==> config.mk <==
export PLATFORM = sky130hd
export DESIGN_NAME = rand_mem_ctrl
export DESIGN_NICKNAME = d
export VERILOG_FILES = /design/src/rtl/rmc_pkg.sv /design/src/rtl/rmc_retry_cnt.sv /design/src/rtl/rmc_datapath.sv /design/src/rtl/rmc_seq_fsm.sv /design/src/rtl/rand_mem_ctrl.sv
export SDC_FILE = /design/constraint.sdc
export NUM_CORES = 1
export LEC_CHECK = 0
export ABC_AREA = 0
export BUFFER_PORTS_ARGS = -buffer_cell sky130_fd_sc_hd__buf_2
export CORE_ASPECT_RATIO = 0.8
export CORE_MARGIN = 2
export CORE_UTILIZATION = 30
export CTS_CLUSTER_DIAMETER = 30
export DETAILED_ROUTE_END_ITERATION = 10
export GPL_TIMING_DRIVEN = 0
export MAX_ROUTING_LAYER = met4
export PLACE_DENSITY = 0.55
export SETUP_SLACK_MARGIN = 0.15
export SYNTH_ARGS = -nofsm -noshare
export SYNTH_HDL_FRONTEND = slang
export SYNTH_HIERARCHICAL = 1
export SYNTH_SLANG_ARGS = --single-unit
export TNS_END_PERCENT = 1
==> constraint.sdc <==
create_clock -name clk -period 1.9 [get_ports clk]
set_input_delay 0.095 -clock clk [delete_from_list [all_inputs] [get_ports clk]]
set_output_delay 0.095 -clock clk [all_outputs]
set_load 0.01 [all_outputs]
==> src/rtl/rmc_pkg.sv <==
package rmc_pkg;
  typedef enum logic [2:0] {
    ST_IDLE  = 3'd0,
    ST_PROBE = 3'd1,
    ST_ISSUE = 3'd2,
    ST_WAIT  = 3'd3,
    ST_CHECK = 3'd4,
    ST_DONE  = 3'd5
  } rmc_state_e;
endpackage

==> src/rtl/rmc_retry_cnt.sv <==
module rmc_retry_cnt #(
  parameter int MAX_TRIES = 255,
  localparam int CNT_W = $clog2(MAX_TRIES + 1)
) (
  input  logic clk,
  input  logic rst,
  input  logic clr,
  input  logic inc,
  output logic at_limit
);
  logic [CNT_W-1:0] cnt_q;

  always_ff @(posedge clk) begin
    if (rst || clr) begin
      cnt_q <= '0;
    end else if (inc && (cnt_q != CNT_W'(MAX_TRIES))) begin
      cnt_q <= cnt_q + 1'b1;
    end
  end

  assign at_limit = (cnt_q == CNT_W'(MAX_TRIES));

  // the attempt count never passes the limit
  assert_cnt_bound_R9: assert property (@(posedge clk) disable iff (rst)
    cnt_q <= CNT_W'(MAX_TRIES));
endmodule

==> src/rtl/rmc_datapath.sv <==
module rmc_datapath #(
  parameter int ADDR_W = 8,
  parameter int DATA_W = 16
) (
  input  logic              clk,
  input  logic              rst,
  input  logic              accept,
  input  logic              req_write,
  input  logic [ADDR_W-1:0] req_addr,
  input  logic [DATA_W-1:0] req_wdata,
  input  logic              probe_cap,
  input  logic              issue,
  input  logic              ret_cap,
  input  logic [DATA_W-1:0] mem_rdata,
  output logic [ADDR_W-1:0] mem_addr,
  output logic [DATA_W-1:0] mem_wdata,
  output logic [DATA_W-1:0] rsp_rdata,
  output logic              match
);
  logic [ADDR_W-1:0] addr_q;
  logic [DATA_W-1:0] tgt_q;    // word the write loop must leave in the cell
  logic [DATA_W-1:0] ret_q;    // scratch: word returned by the latest access
  logic [DATA_W-1:0] rd_q;     // captured probe word
  logic [DATA_W-1:0] wd_q;     // word offered on the bus

  always_ff @(posedge clk) begin
    if (rst) begin
      addr_q <= '0;
      tgt_q  <= '0;
      ret_q  <= '0;
      rd_q   <= '0;
      wd_q   <= '0;
    end else begin
      if (accept) begin
        addr_q <= req_addr;
        tgt_q  <= req_write ? req_wdata : '0;
        wd_q   <= '0;   // probe value for reads
      end
      if (probe_cap) begin
        rd_q  <= mem_rdata;
        tgt_q <= mem_rdata;
      end
      if (issue) begin
        wd_q <= tgt_q;
      end
      if (ret_cap) begin
        ret_q <= mem_rdata;
      end
    end
  end

  assign mem_addr  = addr_q;
  assign mem_wdata = wd_q;
  assign rsp_rdata = rd_q;
  assign match     = (ret_q == tgt_q);

  // the read result only moves right after a probe capture
  assert_rdata_src_R6: assert property (@(posedge clk) disable iff (rst)
    !$stable(rsp_rdata) |-> $past(probe_cap));
endmodule

==> src/rtl/rmc_seq_fsm.sv <==
module rmc_seq_fsm
  import rmc_pkg::*;
(
  input  logic clk,
  input  logic rst,
  input  logic req_valid,
  input  logic req_write,
  input  logic mem_rvalid,
  input  logic match,
  input  logic at_limit,
  output logic accept,
  output logic probe_cap,
  output logic issue,
  output logic ret_cap,
  output logic mem_stb,
  output logic done,
  output logic err
);
  rmc_state_e state_q;
  logic       stb_q;
  logic       done_q;
  logic       err_q;
  logic       finish;
  logic       give_up;

  assign accept    = (state_q == ST_IDLE) && req_valid;
  assign probe_cap = (state_q == ST_PROBE) && mem_rvalid;
  assign issue     = (state_q == ST_ISSUE);
  assign ret_cap   = (state_q == ST_WAIT) && mem_rvalid;
  assign finish    = (state_q == ST_CHECK) && (match || at_limit);
  assign give_up   = (state_q == ST_CHECK) && !match && at_limit;

  always_ff @(posedge clk) begin
    if (rst) begin
      state_q <= ST_IDLE;
      stb_q   <= 1'b0;
      done_q  <= 1'b0;
      err_q   <= 1'b0;
    end else begin
      stb_q  <= (accept && !req_write) || issue;
      done_q <= finish;
      if (give_up) err_q <= 1'b1;
      case (state_q)
        ST_IDLE:  if (req_valid) state_q <= req_write ? ST_ISSUE : ST_PROBE;
        ST_PROBE: if (mem_rvalid) state_q <= ST_ISSUE;
        ST_ISSUE: state_q <= ST_WAIT;
        ST_WAIT:  if (mem_rvalid) state_q <= ST_CHECK;
        ST_CHECK: state_q <= finish ? ST_DONE : ST_ISSUE;
        ST_DONE:  state_q <= ST_IDLE;
        default:  state_q <= ST_IDLE;
      endcase
    end
  end

  assign mem_stb = stb_q;
  assign done    = done_q;
  assign err     = err_q;

  // strobe and completion are single-cycle pulses
  assert_stb_pulse_R7: assert property (@(posedge clk) disable iff (rst)
    mem_stb |=> !mem_stb);
  assert_done_pulse_R7: assert property (@(posedge clk) disable iff (rst)
    done |=> !done);
  // completion follows a matching compare or the limit
  assert_done_cause_R2: assert property (@(posedge clk) disable iff (rst)
    $rose(done) |-> $past(match || at_limit));
  // the error flag never clears outside reset
  assert_err_sticky_R9: assert property (@(posedge clk) disable iff (rst)
    err |=> err);
endmodule

==> src/rtl/rand_mem_ctrl.sv <==
module rand_mem_ctrl #(
  parameter int ADDR_W    = 8,
  parameter int DATA_W    = 16,
  parameter int MAX_TRIES = 255
) (
  input  logic              clk,
  input  logic              rst,
  input  logic              req_valid,
  input  logic              req_write,
  input  logic [ADDR_W-1:0] req_addr,
  input  logic [DATA_W-1:0] req_wdata,
  output logic [DATA_W-1:0] rsp_rdata,
  output logic              rsp_done,
  output logic              err_sticky,
  output logic              mem_stb,
  output logic [ADDR_W-1:0] mem_addr,
  output logic [DATA_W-1:0] mem_wdata,
  input  logic [DATA_W-1:0] mem_rdata,
  input  logic              mem_rvalid
);
  logic accept, probe_cap, issue, ret_cap, match, at_limit;

  rmc_seq_fsm u_fsm (
    .clk       (clk),
    .rst       (rst),
    .req_valid (req_valid),
    .req_write (req_write),
    .mem_rvalid(mem_rvalid),
    .match     (match),
    .at_limit  (at_limit),
    .accept    (accept),
    .probe_cap (probe_cap),
    .issue     (issue),
    .ret_cap   (ret_cap),
    .mem_stb   (mem_stb),
    .done      (rsp_done),
    .err       (err_sticky)
  );

  rmc_datapath #(.ADDR_W(ADDR_W), .DATA_W(DATA_W)) u_dp (
    .clk      (clk),
    .rst      (rst),
    .accept   (accept),
    .req_write(req_write),
    .req_addr (req_addr),
    .req_wdata(req_wdata),
    .probe_cap(probe_cap),
    .issue    (issue),
    .ret_cap  (ret_cap),
    .mem_rdata(mem_rdata),
    .mem_addr (mem_addr),
    .mem_wdata(mem_wdata),
    .rsp_rdata(rsp_rdata),
    .match    (match)
  );

  rmc_retry_cnt #(.MAX_TRIES(MAX_TRIES)) u_cnt (
    .clk     (clk),
    .rst     (rst),
    .clr     (accept),
    .inc     (issue),
    .at_limit(at_limit)
  );
endmodule

# Yosys cells after proc, flatten, opt, wreduce, memory -nomap -nowiden

Index checks and enable logic that the tools add are counted.

Register bits after elaboration: 86
Word-level logic and storage cells: 49
Output and inout port bits: 43

Reductions and logical operators: 17
Eq/ne operators: 10
Muxes and demuxes: 11
Add/subtract/negate cells: 1

Operators with widths:

| kind                | count |
|---|---|
| $mux 16             | 5 |
| $eq 16x16->1        | 1 |
| $pmux 3 s5          | 1 |
| $mux 3              | 4 |
| $add 8x1->8 const B | 1 |
| $eq 8x8->1 const B  | 1 |
| $logic_and 1x1->1   | 8 |
| $ne 8x8->1 const B  | 1 |
| $eq 3x2->1 const B  | 2 |
| $ne 2x2->1 const B  | 3 |
| $reduce_bool 2->1   | 2 |
| $eq 3x1->1 const B  | 1 |
| $eq 3x3->1 const B  | 1 |
| $logic_not 3->1     | 1 |
| $logic_or 1x1->1    | 3 |
| $reduce_and 3->1    | 1 |
| $logic_not 1->1     | 2 |
| $mux 2              | 1 |

# Logic depth before layout (Yosys ltp)

Word-level depth: 5
Depth in mapped cells: 8
Depth with buffers taken out: 7

# By module

The synthesis kept the hierarchy.

By module, submodules not included:

| module        | area an instance (um2) | cells each | instances | sequential area each (um2) |
|---|---|---|---|---|
| rmc_datapath  | 2,951.6                | 295        | 1         | 1,441.4 |
| rmc_retry_cnt | 425.4                  | 49         | 1         | 160.2 |
| rmc_seq_fsm   | 410.4                  | 45         | 1         | 120.1 |

# Least setup slack after synthesis

OpenSTA, ideal clock, no wires.

Path kind: reg-to-reg
Start: register u_fsm.state_q[1]
End: register u_cnt.cnt_q[6]
Buffers on the path: 1
Stages on the path, launching flop included: 7
Slack: -0.064 ns
Required time: 1.788 ns
Arrival: 1.852 ns
Setup time: 0.112 ns
Path through: dfxtp_1 buf_6 inv_1 nor3_1 nand2_1 o31a_1 a2111oi_1

RTL lines:

| item                   | RTL line            | RTL |
|---|---|---|
| from (decl)            | rmc_seq_fsm.sv:19   | `rmc_state_e state_q;` |
| from (signal assigned) | rmc_seq_fsm.sv:44   | `ST_IDLE: if (req_valid) state_q <= req_write ? ST_ISSUE : ST_PROBE;` |
| from (signal assigned) | rmc_seq_fsm.sv:48   | `ST_CHECK: state_q <= finish ? ST_DONE : ST_ISSUE;` |
| $eq 3x2->1             | rmc_seq_fsm.sv:28   | `assign issue = (state_q == ST_ISSUE);` |
| named net issue        | rand_mem_ctrl.sv:21 | `logic accept, probe_cap, issue, ret_cap, match, at_limit;` |
| $logic_and 1x1->1      | rmc_retry_cnt.sv:16 | `end else if (inc && (cnt_q != CNT_W'(MAX_TRIES))) begin` |
| to (signal assigned)   | rmc_retry_cnt.sv:17 | `cnt_q <= cnt_q + 1'b1;` |
| to (decl)              | rmc_retry_cnt.sv:11 | `logic [CNT_W-1:0] cnt_q;` |

The timed path passes the listed nets, and every way through them passes these cells.
A chain may end at the register's enable or synchronous reset.

# Worst setup path in the final report

Start: register u_dp.tgt_q[15]
End: register u_fsm.state_q[1]

Longest elaborated chain between the ends: 5

Ends and longest elaborated chain:

| item                   | RTL line            | RTL |
|---|---|---|
| from (decl)            | rmc_datapath.sv:21  | `logic [DATA_W-1:0] tgt_q;` |
| from (signal assigned) | rmc_datapath.sv:36  | `tgt_q <= req_write ? req_wdata : '0;` |
| from (signal assigned) | rmc_datapath.sv:41  | `tgt_q <= mem_rdata;` |
| $eq 16x16->1           | rmc_datapath.sv:55  | `assign match = (ret_q == tgt_q);` |
| named net match        | rand_mem_ctrl.sv:21 |  |
| $logic_or 1x1->1       | rmc_seq_fsm.sv:30   | `assign finish = (state_q == ST_CHECK) && (match \|\| at_limit);` |
| $logic_and 1x1->1      | rmc_seq_fsm.sv:30   |  |
| $mux 3                 | rmc_seq_fsm.sv:48   |  |
| $pmux 3 s5             | rmc_seq_fsm.sv:43   | `case (state_q)` |

The timed path passes the listed nets, and every way through them passes these cells.

==> results.json <==
{
  "dp_cells": 647,
  "worst_pin_slew_ns": 0.537,
  "p_leak_nw": 2.03,
  "ys_ff_latch": 86,
  "htreeDepth": 3,
  "synth_ff_type": "dfxtp_1",
  "maxSlewHeadroom_pct": 64.2,
  "grt_usage_pct": 15.8,
  "grt_antenna_before_repair": 0,
  "drc_errors": 0,
  "syn_avg_cell_area_um2": 9.74,
  "crit_fanout": 3,
  "regToRegSetupSlack_ns": 0.16,
  "status": "finished, final reports clean",
  "antenna_left": 0,
  "cp.required_ns": 2.14,
  "end_kind": "register",
  "p_per_area_mw_per_mm2": 990,
  "vias": 3196,
  "totalWireLength_mm": 10.4,
  "setup.worst_path.end": "u_fsm/state_q[1]",
  "diodes": 0,
  "root_buffer": "clkbuf_16",
  "hold_start": "mem_rdata[14]",
  "fin_skew_ns": 0.00839,
  "die_w_um": 130,
  "numCtsBuffers": 9,
  "ios": 88,
  "cp.arrival_ns": 1.98,
  "use_met2_pct": 22.8,
  "maxCapViolations": 0,
  "use_met3_pct": 3.81,
  "r2r-start": "u_dp/tgt_q[15]",
  "cp-start-kind": "register",
  "setup_viol_count_final": 0,
  "dieArea_mm2": 0.0135,
  "seq_area_frac_synth_pct": 45.5,
  "vdd_drop_max_uv": 434,
  "grt_max_degree": 17,
  "drtIter0Drc": 212,
  "ys_warn_count": 6,
  "port_buffers": 87,
  "drv_slew": 0,
  "ys_types": 48,
  "syn_nets": 435,
  "multi_input_area_mm2": 0.00194,
  "r2r-end": "u_fsm/state_q[1]",
  "critical_path_class": "reg -> reg",
  "syn_area_mm2": 0.00379,
  "nFillCells": 1259,
  "clock_sinks": 86,
  "clk_pin_slew_ns": 0.07,
  "first_pass_iters": 4,
  "gp_congestion": 0.811,
  "die_h_um": 104,
  "synthToLayoutAreaGrowth_pct": 34.3,
  "grt_use_met1_pct": 21.6,
  "async_flop_share_pct": 0,
  "synth_edf_count": 0,
  "finalCriticalPeriod_ns": 1.74,
  "hold_viol": 0,
  "clk-insertion-delay-late_ns": 0.34,
  "startpoint": "u_dp/tgt_q[15]",
  "grt_pass1_wl_mm": 16.0,
  "grt_pass1_vias": 3046,
  "seq_area_mm2": 0.00175,
  "fin_crit_sh_pct": 91.7,
  "clockBufferDepth": 2,
  "drive_gt1_share_pct": 35.7,
  "drt-wirelength-per-cell_um": 15.1,
  "num_rows": 36,
  "min_path_type": "in -> reg",
  "busiest_layer": "met2",
  "fin_nets": 556,
  "initial_core_util_pct": 30.9,
  "fin_cells": 686,
  "worst_r2r_path_depth": 7,
  "fmax_mhz": 574,
  "core_mm2": 0.0123,
  "dp_hpwl_mm": 7.52,
  "cts_tree": "yes",
  "p_total_w": 0.00503,
  "vias_per_cell": 4.66,
  "rsz0062_at_grt": "yes",
  "overflow": 0,
  "synth_cells": 389
}
cells in the final DEF (no fill, tap or decap), types with 3 or more instances in the layout:
master | netlist | final
nor3_1 | 19 | 17
a2111oi_0 | 3 | 3
nor3b_1 | 16 | 16
a221oi_2 | 10 | 12
a21oi_1 | 20 | 20
nor2_1 | 64 | 64
clkbuf_16 | 0 | 9
o21ai_1 | 3 | 3
inv_6 | 0 | 3
clkbuf_1 | 13 | 11
xnor2_1 | 16 | 12
inv_1 | 9 | 7
a221oi_1 | 6 | 4
nor2b_1 | 16 | 16
buf_2 | 5 | 92
xnor2_2 | 0 | 4
mux2i_1 | 43 | 43
buf_4 | 4 | 17
dlygate4sd3_1 | 0 | 8
nand2_1 | 10 | 9
dfxtp_2 | 0 | 13
a31oi_1 | 3 | 3
buf_6 | 6 | 7
dfxtp_1 | 86 | 71
nand4_1 | 6 | 6
worst max-delay path: stages (launching register included):
cell and delay, ns:
dfxtp_2 0.33, xnor2_2 0.15, nand4_1 0.19, nor4_4 0.45, nor4b_2 0.10, o21ai_1 0.15, o31ai_1 0.08, a32o_1 0.20
stage by stage:
step	TNS, ns	util [%]	setup WS, ns	instance area [um2]	hold WS [ns]
finish	0	41.5	0.158	5090	0.0333
global route	0	41.5	0.0807	5090	0.0456
CTS	0	41.0	0.146	5030	0.0272
detailed placement	-2.39	36.3	-0.346	4440	0.343
global placement	-1.98	36.3	-0.324	4440	0.332
floorplan	0	-	0.193	3790	0.160
power by group:
group,internal (W),leakage [nW],switching [W],total (W)
logic,0.000505,1.17,0.000574,0.00108
registers,0.00193,0.705,0.0000998,0.00203
clock network,0.00117,0.157,0.000761,0.00193
timing repair:
item                                    in CTS  in global routing
endpoints found under the setup margin      51                 63
gates resized for setup                     25                 14
pin swaps                                   10                  3
endpoints found under the hold margin        8                  0
hold buffers                                 8                  0
buffers inserted                            12                  3
synthesized netlist by cell type (all sizes together) (3+ instances only):
cell type	count	area, um2
a2111oi	4	36.3
a211oi	3	32.5
a21oi	20	100
a221oi	16	203
a31oi	3	18.8
buf	15	123
clkbuf	13	48.8
dfxtp	86	1720
inv	9	33.8
mux2i	43	430
nand2	11	43.8
nand4	6	37.5
nor2	64	240
nor2b	16	100
nor3	19	95.1
nor3b	17	133
o21ai	5	28.8
xnor2	16	140
state kept, by name (all words and copies together), names as in the netlist:
signal          flops
u_cnt/cnt_q         8
u_dp/mem_addr       8
u_dp/mem_wdata     16
u_dp/ret_q         16
u_dp/rsp_rdata     16
u_dp/tgt_q         16
u_fsm/done          1
u_fsm/err           1
u_fsm/mem_stb       1
u_fsm/state_q       3
cells by family (layout without fill, tap and decap cells):
logic type	Yosys count	count (layout)	synth area share (%)
AND/OR/NAND/NOR	146	146	20.6
XOR/XNOR	16	16	3.70
buffers and inverters	37	163	5.42
adder cells (fa/ha/maj)	1	1	0.330
flip-flops	86	86	45.5
AO/OA/AOI/OAI	60	60	13.1
multiplexers	43	43	11.4
layout make-up:
| type | count | area share (%) |
|---|---|---|
| tap | 171 | 4.21 |
| buffer | 28 | 3.74 |
| timing repair buffer | 110 | 12.3 |
| clock inverter | 7 | 2.02 |
| inverter | 9 | 0.738 |
| clock buffer | 9 | 4.43 |
| multi-input combinational | 266 | 38.2 |
| sequential | 86 | 34.3 |
metal layers:
layer | routed length [um] | vias up
met3 | 479 | 13
met2 | 4550 | 66
met4 | 161 | 0
li1 | - | 1619
met5 | 0 | -
met1 | 5190 | 1498
worst min path at each step:
stage,to,cells past startpoint
final,u_dp/ret_q[14],3
after CTS,u_dp/ret_q[2],3
after global routing,u_dp/rsp_rdata[5],3
after global placement,u_dp/mem_addr[1],3
after detailed placement,u_dp/mem_addr[5],3
after floorplan,u_fsm/state_q[2],1
Power figures use the tool's default switching activity.
